`config.mk`:
```
export PLATFORM = sky130hd
export DESIGN_NAME = baud_tick_gen
export DESIGN_NICKNAME = d
export VERILOG_FILES = /design/src/rtl/baud_pkg.sv /design/src/rtl/base_prescaler.sv /design/src/rtl/rate_divider.sv /design/src/rtl/led_blinker.sv /design/src/rtl/baud_tick_gen.sv
export SDC_FILE = /design/constraint.sdc
export NUM_CORES = 1
export LEC_CHECK = 0
export BUFFER_PORTS_ARGS = -buffer_cell sky130_fd_sc_hd__buf_2
export CAP_MARGIN = 20
export CORE_UTILIZATION = 55
export CTS_BUF_LIST = sky130_fd_sc_hd__clkbuf_16
export CTS_CLUSTER_SIZE = 25
export DETAILED_ROUTE_END_ITERATION = 10
export GPL_TIMING_DRIVEN = 0
export PLACE_DENSITY = 0.72
export SETUP_SLACK_MARGIN = 0.1
export SYNTH_ARGS = -nofsm -noshare
export SYNTH_HDL_FRONTEND = slang
export SYNTH_SLANG_ARGS = --single-unit
```
`constraint.sdc`:
```
create_clock -name clk -period 4.5 [get_ports clk]
set_clock_uncertainty 0.1 [all_clocks]
set_input_delay 0 -clock clk [delete_from_list [all_inputs] [get_ports clk]]
set_output_delay 0 -clock clk [all_outputs]
set_load 0.05 [all_outputs]
```
`src/rtl/baud_pkg.sv`:
```
// Shared definitions for the baud tick generator.
// Assumes a 3-bit rate code; unlisted codes fall back to the slowest ratio.
package baud_pkg;

    localparam int RATE_SEL_W = 3;
    localparam int RATIO_W    = 4;

    // Map a rate code to its whole-number multiple of the base period.
    function automatic logic [RATIO_W-1:0] ratio_of(input logic [RATE_SEL_W-1:0] code);
        logic [RATIO_W-1:0] r;
        case (code)
            3'b000:  r = 4'd1;
            3'b001:  r = 4'd2;
            3'b010:  r = 4'd3;
            3'b011:  r = 4'd6;
            default: r = 4'd12;
        endcase
        return r;
    endfunction

endpackage

```
`src/rtl/base_prescaler.sv`:
```
// Fixed prescaler: divides the system clock by DIV and emits a
// one-clock strobe on each wrap. Counts 0..DIV-1 exactly.
// Assumes DIV >= 2.
module base_prescaler #(
    parameter int DIV = 434
) (
    input  logic clk,
    input  logic rst_n,
    output logic tick
);
    localparam int CNT_W = $clog2(DIV);
    localparam logic [CNT_W-1:0] LAST = CNT_W'(DIV - 1);

    logic [CNT_W-1:0] cnt;

    // Advance the count and raise the strobe on the wrap.
    always_ff @(posedge clk) begin
        if (!rst_n) begin
            cnt  <= '0;
            tick <= 1'b0;
        end else if (cnt == LAST) begin
            cnt  <= '0;
            tick <= 1'b1;
        end else begin
            cnt  <= cnt + 1'b1;
            tick <= 1'b0;
        end
    end
endmodule

```
`src/rtl/rate_divider.sv`:
```
// Secondary divider: passes every Nth base strobe as the baud strobe,
// N taken from the rate code. A code change clears the count.
// Assumes base strobes are at least two clocks apart.
module rate_divider
    import baud_pkg::*;
(
    input  logic                  clk,
    input  logic                  rst_n,
    input  logic [RATE_SEL_W-1:0] rate_sel,
    input  logic                  base_tick,
    output logic                  baud_tick
);
    logic [RATE_SEL_W-1:0] sel_q;
    logic [RATIO_W-1:0]    cnt;
    logic [RATIO_W-1:0]    term;
    logic                  sel_chg;
    logic                  at_term;

    assign sel_chg = (rate_sel != sel_q);
    assign term    = ratio_of(sel_q) - 1'b1;
    assign at_term = (cnt == term);

    // Strobe on the base tick that completes the count, unless restarting.
    assign baud_tick = base_tick & at_term & ~sel_chg;

    // Track the code and count base strobes, restarting on a code change.
    always_ff @(posedge clk) begin
        if (!rst_n) begin
            sel_q <= rate_sel;
            cnt   <= '0;
        end else if (sel_chg) begin
            sel_q <= rate_sel;
            cnt   <= '0;
        end else if (base_tick) begin
            cnt <= at_term ? '0 : cnt + 1'b1;
        end
    end
endmodule

```
`src/rtl/led_blinker.sv`:
```
// Indicator: a free-running counter stepped by the base strobe; one
// chosen bit drives the LED. Assumes OUT_BIT < W.
module led_blinker #(
    parameter int W       = 8,
    parameter int OUT_BIT = 4
) (
    input  logic clk,
    input  logic rst_n,
    input  logic step,
    output logic led
);
    logic [W-1:0] cnt;

    // Step the indicator counter once per base strobe.
    always_ff @(posedge clk) begin
        if (!rst_n)     cnt <= '0;
        else if (step)  cnt <= cnt + 1'b1;
    end

    assign led = cnt[OUT_BIT];
endmodule

```
`src/rtl/baud_tick_gen.sv`:
```
// Top: fixed prescaler to the fastest rate, then a selectable integer
// divider; LED driven from the fixed strobe. Synchronous active-low reset.
module baud_tick_gen
    import baud_pkg::*;
#(
    parameter int BASE_DIV = 434,
    parameter int LED_W    = 8,
    parameter int LED_BIT  = 4
) (
    input  logic                  clk,
    input  logic                  rst_n,
    input  logic [RATE_SEL_W-1:0] rate_sel,
    output logic                  baud_tick,
    output logic                  base_tick,
    output logic                  led
);
    base_prescaler #(.DIV(BASE_DIV)) u_pre (
        .clk   (clk),
        .rst_n (rst_n),
        .tick  (base_tick)
    );

    rate_divider u_div (
        .clk       (clk),
        .rst_n     (rst_n),
        .rate_sel  (rate_sel),
        .base_tick (base_tick),
        .baud_tick (baud_tick)
    );

    led_blinker #(.W(LED_W), .OUT_BIT(LED_BIT)) u_led (
        .clk   (clk),
        .rst_n (rst_n),
        .step  (base_tick),
        .led   (led)
    );
endmodule

```
=== After elaboration in Yosys (flattened, before gate mapping) ===
Index checks and enable logic that the tools add are counted.

* Add/sub/neg operators: 4
* Equal/unequal tests: 7
* Multiplexer cells: 5
* Bitwise operators: 4
* Reductions and logical operators: 3

{| class="wikitable"
|+ Operators with widths
! operator !! number
|-
| one-hot mux 4 bit (4 select lines) || 1
|-
| adder 9 x 1 -> 9 bit, second input constant || 1
|-
| == test 9 bit, second input constant || 1
|-
| adder 8 x 1 -> 8 bit, second input constant || 1
|-
| == test 3 x 2 -> 1 bit, second input constant || 2
|-
| two-way mux 3 bit || 2
|-
| adder 4 x 1 -> 4 bit, second input constant || 1
|-
| == test 4 bit || 1
|-
| two-way mux 4 bit || 1
|-
| OR reduction 2 bit || 2
|-
| subtractor 4 x 1 -> 4 bit, second input constant || 1
|-
| == test 3 x 1 -> 1 bit, second input constant || 1
|-
| zero test 3 bit || 1
|-
| inequality test 3 bit || 1
|-
| bitwise AND 1 bit || 2
|-
| inequality test 2 x 1 -> 1 bit, second input constant || 1
|-
| NOT 1 bit || 2
|-
| two-way mux 1 bit || 1
|}

* Register bits: 25
* Bits of input ports: 5
* Output and inout bits: 3
* Word-level logic and storage cells: 28

=== Longest topological paths before layout ===
* Depth in word-level cells: 6
* Mapped depth: 6
* Gate-level depth less buffers: 6

=== By module ===
From an unflattened synthesis, not the netlist that was laid out.

* Cells, all modules: 104
* Area total of the unflattened synthesis: 1,078.5 um2

{| class="wikitable"
|+ Modules (own cells, without submodules)
! module !! instances !! cells an instance !! area each (um2) !! sequential area each (um2)
|-
| base_prescaler || 1 || 47 || 449.2 || 200.2
|-
| rate_divider || 1 || 36 || 405.4 || 170.2
|-
| led_blinker || 1 || 21 || 224.0 || 100.1
|}

=== Least setup slack after synthesis ===
OpenSTA, ideal clock, no wires.

* Kind: register to output
* Start point: register u_div.sel_q[2]
* End point: output baud_tick
* Arrival: 1.781 ns
* Data required time: 4.400 ns
* Path slack: 2.619 ns
* Cell stages (with the launch flop): 7
* Cells stage by stage: edfxtp_1 -> nor2_1 -> inv_1 -> ha_1 -> xnor2_1 -> xnor2_1 -> and4b_1

* Word-level cells in the longest chain between the ends: 6
* Elaborated cells between the ends (all ways): 11
* Those cells by class: 1 x add/sub; 5 x eq/ne; 1 x mux; 3 x bitwise; 1 x reduce/logical

{| class="wikitable"
|+ RTL lines
! element !! line !! source
|-
| from (decl) || rate_divider.sv:13 || <nowiki>logic [RATE_SEL_W-1:0] sel_q;</nowiki>
|-
| from (signal assigned) || rate_divider.sv:29 || <nowiki>sel_q <= rate_sel;</nowiki>
|-
| from (signal assigned) || rate_divider.sv:32 || <nowiki>sel_q <= rate_sel;</nowiki>
|-
| == test 3 x 2 -> 1 bit (tied with other cells) || baud_pkg.sv:11 || <nowiki>case (code)</nowiki>
|-
| one-hot mux 4 bit (4 select lines) || baud_pkg.sv:11 ||
|-
| subtractor 4 x 1 -> 4 bit || rate_divider.sv:20 || <nowiki>assign term = ratio_of(sel_q) - 1'b1;</nowiki>
|-
| == test 4 bit || rate_divider.sv:21 || <nowiki>assign at_term = (cnt == term);</nowiki>
|-
| bitwise AND 1 bit || rate_divider.sv:24 || <nowiki>assign baud_tick = base_tick & at_term & ~sel_chg;</nowiki>
|-
| bitwise AND 1 bit * || rate_divider.sv:24 ||
|-
| to (decl) || baud_tick_gen.sv:13 || <nowiki>output logic baud_tick,</nowiki>
|}

Every way passes the cells marked *; elsewhere a longest branch is shown, timed or not.

=== Worst setup path after layout ===
Same ends and word-level chain as after synthesis.

==> flow_summary.toml <==
[outcome]
status = "finished clean"

[routing]
drt-initial-drc-count = 13
detail-route-antenna-nets = 0
vias = 777
detail_route.first_pass.iterations = 3
routedWlPerCell_um = 11.8
via_per_inst = 5.43
drc = 0
wirelength_um = 1690

[final_layout]
instances_no_fill = 143
seq_area_um2 = 470
design_area_um2 = 1240
fin_nets = 129
multi_input_area_um2 = 549
antennaDiodeCount = 0
n_fill_cell = 146
area_growth_pct = 19.9
drive_gt1_share_pct = 14.4

[setup_path]
critPathBufInv = 2
critPathMaxFanout = 6
r2r_end = "u_div.cnt[1]"
reg2reg_setup_slack_ns = 2.73
worstPathRequired_ns = 4.40
critPathCaptureType = "primary output"
crit_slowest_cell = "edfxtp_1"
cp.arrival_ns = 2.13
cp-endpoint = "baud_tick"
startpoint = "u_div.sel_q[2]"
r2r_cells = 6
worstReg2RegStart = "u_div.sel_q[2]"
cp_cell_sequence = "nor2_1, inv_1, ha_1, xnor2_1, xnor2_1, and4b_1, buf_2"
startpoint_type = "flop"
path_depth = 7
crit_path_frequent_cell = "xnor2_1"
cp_top_family = "XOR/XNOR gates"
crit_path_max_incr_delay_ns = 0.46
path_class = "flop to primary output"

[clock_tree]
cts.path.max_buffers = 2
cts_made_buffers = 3
cts_resized = 0
cts_sinks = 22
path_clk_slew_ns = 0.05
htree_levels = 1
root_buffer = "clkbuf_16"
cts_tree = "yes"
insertion_delay_ns = 0.25

[yosys]
syn_avg_cell_area_um2 = 10.1
synthCells = 103
netlist_area_um2 = 1040
yosysWarningCount = 0
syn_nets = 113
post_synth_num_cell_types = 30
synth_seq_area_share_pct = 45.4
synth_seq_cells = 22

[timing]
rsz0062_at_grt = "false"
hold_ws_ns = 0.379
fmax_mhz = 448
slew_violations = 0
setup_viol = 0
worst_pin_slew_ns = 0.382
post-route-min-period_ns = 2.23
min_period_over_period_pct = 49.6
slew_headroom_pct = 74.4
hold_viol = 0
fin_setup_tns_ns = 0

[floorplanning]
core_um2 = 1750
chipWidth_um = 45.4
die_y_um = 45.4
start_util_pct = 59.4
num_rows = 15
dieArea_um2 = 2060
ioPinCount = 8

[placement]
io_buffers = 7
dp_hpwl_um = 1210
dp_cells = 135
place_congestion = 0.768
post_dp_cell_area_um2 = 1100

[min_path]
hp-start = "u_pre.cnt[0]"
hold_class = "flop to flop"

[pwr]
ir_worst_vdd_mv = 0.353
leakagePower_nw = 0.474
cellPowerDensity_nw_per_um2 = 375
power_mw = 0.466

[global_route]
antenna_found_initial = 0
first_global_vias = 681
grt_use_total_pct = 20.2
grt_pass1_wl_um = 2900
grt_start_max_net_pins = 14
grt_overflow = 0

[run]
drv_cap = 0
-- cells by family after synthesis --
kind of cell | Yosys count | synth area share [%]
xor+xnor | 16 | 13.5
mux | 2 | 1.93
fa+ha+maj | 5 | 6.04
simple gates | 37 | 18.6
buf+inv | 4 | 1.57
flops | 22 | 45.4
compound gates | 17 | 12.9
-- cell type report --
type	count	share of cell area, %
clock buffer	4	8.06
multi-input combinational	77	44.2
inverter	3	0.906
sequential	22	37.9
timing repair buffer	11	6.04
tap	25	2.52
buffer	1	0.403
-- worst min-delay path by stage --
stage                           endpoint  slack [ns]  cells after the start
after floorplan           u_div.sel_q[0]      -0.001                      0
after global placement    u_div.sel_q[2]        0.10                      1
after detailed placement  u_div.sel_q[2]        0.11                      1
after CTS                 u_div.sel_q[1]        0.38                      2
after global routing        u_pre.cnt[0]        0.40                      1
final                       u_pre.cnt[0]        0.38                      1
-- metrics by stage --
stage	worst slack [ns]	util, %
after floorplan	2.62	-
after global placement	2.57	63.2
after detailed placement	2.56	63.2
after CTS	2.27	71.2
after global routing	2.18	71.2
final	2.27	71.2
-- cells in the final DEF, fill, tap and decap left out, types with 4 or more instances in the layout --
cell type	netlist	final
a311oi_1	4	4
buf_2	1	8
clkbuf_16	0	4
dfxtp_1	19	19
dlygate4sd3_1	0	4
ha_1	5	5
nand2_1	8	8
nand4_1	5	5
nor2_1	11	11
or3_1	4	4
xnor2_1	8	8
xor2_1	8	8
-- cells in the mapped netlist --
cell type	count	share of area, %
o21ai_1	1	0.48
dfxtp_1	19	37
a21oi_2	1	0.85
or3_1	4	2.4
o21bai_1	1	0.72
nor2_1	11	4.0
inv_1	3	1.1
or4_4	1	1.1
o21ai_0	2	0.97
a311oi_1	4	3.4
o31ai_4	1	2.1
o211ai_1	1	0.72
and4b_1	1	0.97
nor2b_1	1	0.60
ha_1	5	6.0
o31ai_1	1	0.72
a21oi_1	3	1.4
nor4_1	1	0.60
nand3_1	3	1.4
xor2_1	8	6.8
nand4_1	5	3.0
edfxtp_1	3	8.7
o211a_1	1	0.97
nand2_1	8	2.9
a31oi_1	1	0.60
xnor2_1	8	6.8
mux2i_1	2	1.9
buf_2	1	0.48
or2_2	1	0.60
nand3_2	1	0.97
-- flip-flops by register name (all words and copies together), names as in the netlist --
register / count
u_led.cnt: 5
u_pre.tick: 1
u_div.sel_q: 3
u_pre.cnt: 9
u_div.cnt: 4
-- metal layers --
metal	part of all wire (%)	up-vias	wire [um]	GRT usage (%)
li1	-	404	-	-
met1	46	366	777	23.7
met2	50	3	844	32.9
met3	2.5	4	42	7.14
met4	1.3	0	22	9.09
met5	0	-	0	0
-- worst reg2reg max path, delay by kind of cell, from the launching register on --
family / cells / cell delay (ns)
DFF: 1 / 0.46
xor gates and xnor gates: 1 / 0.14
buffers and inverters: 1 / 0.06
and+or+nand+nor: 1 / 0.18
AOI/OAI and AO/OA: 2 / 0.43
adders and majority gates: 1 / 0.30
-- what timing repair did --
item | in CTS | in global routing
hold buffers | 4 | 0
endpoints found under the hold margin | 10 | 0
setup buffers | 0 | 0
-- where the power goes --
part | switching (mW) | internal [mW] | total, mW
clock network | 0.0684 | 0.154 | 0.223
registers | 0.00613 | 0.205 | 0.211
logic | 0.0171 | 0.0153 | 0.0324
(Power assumes the default switching activity.)
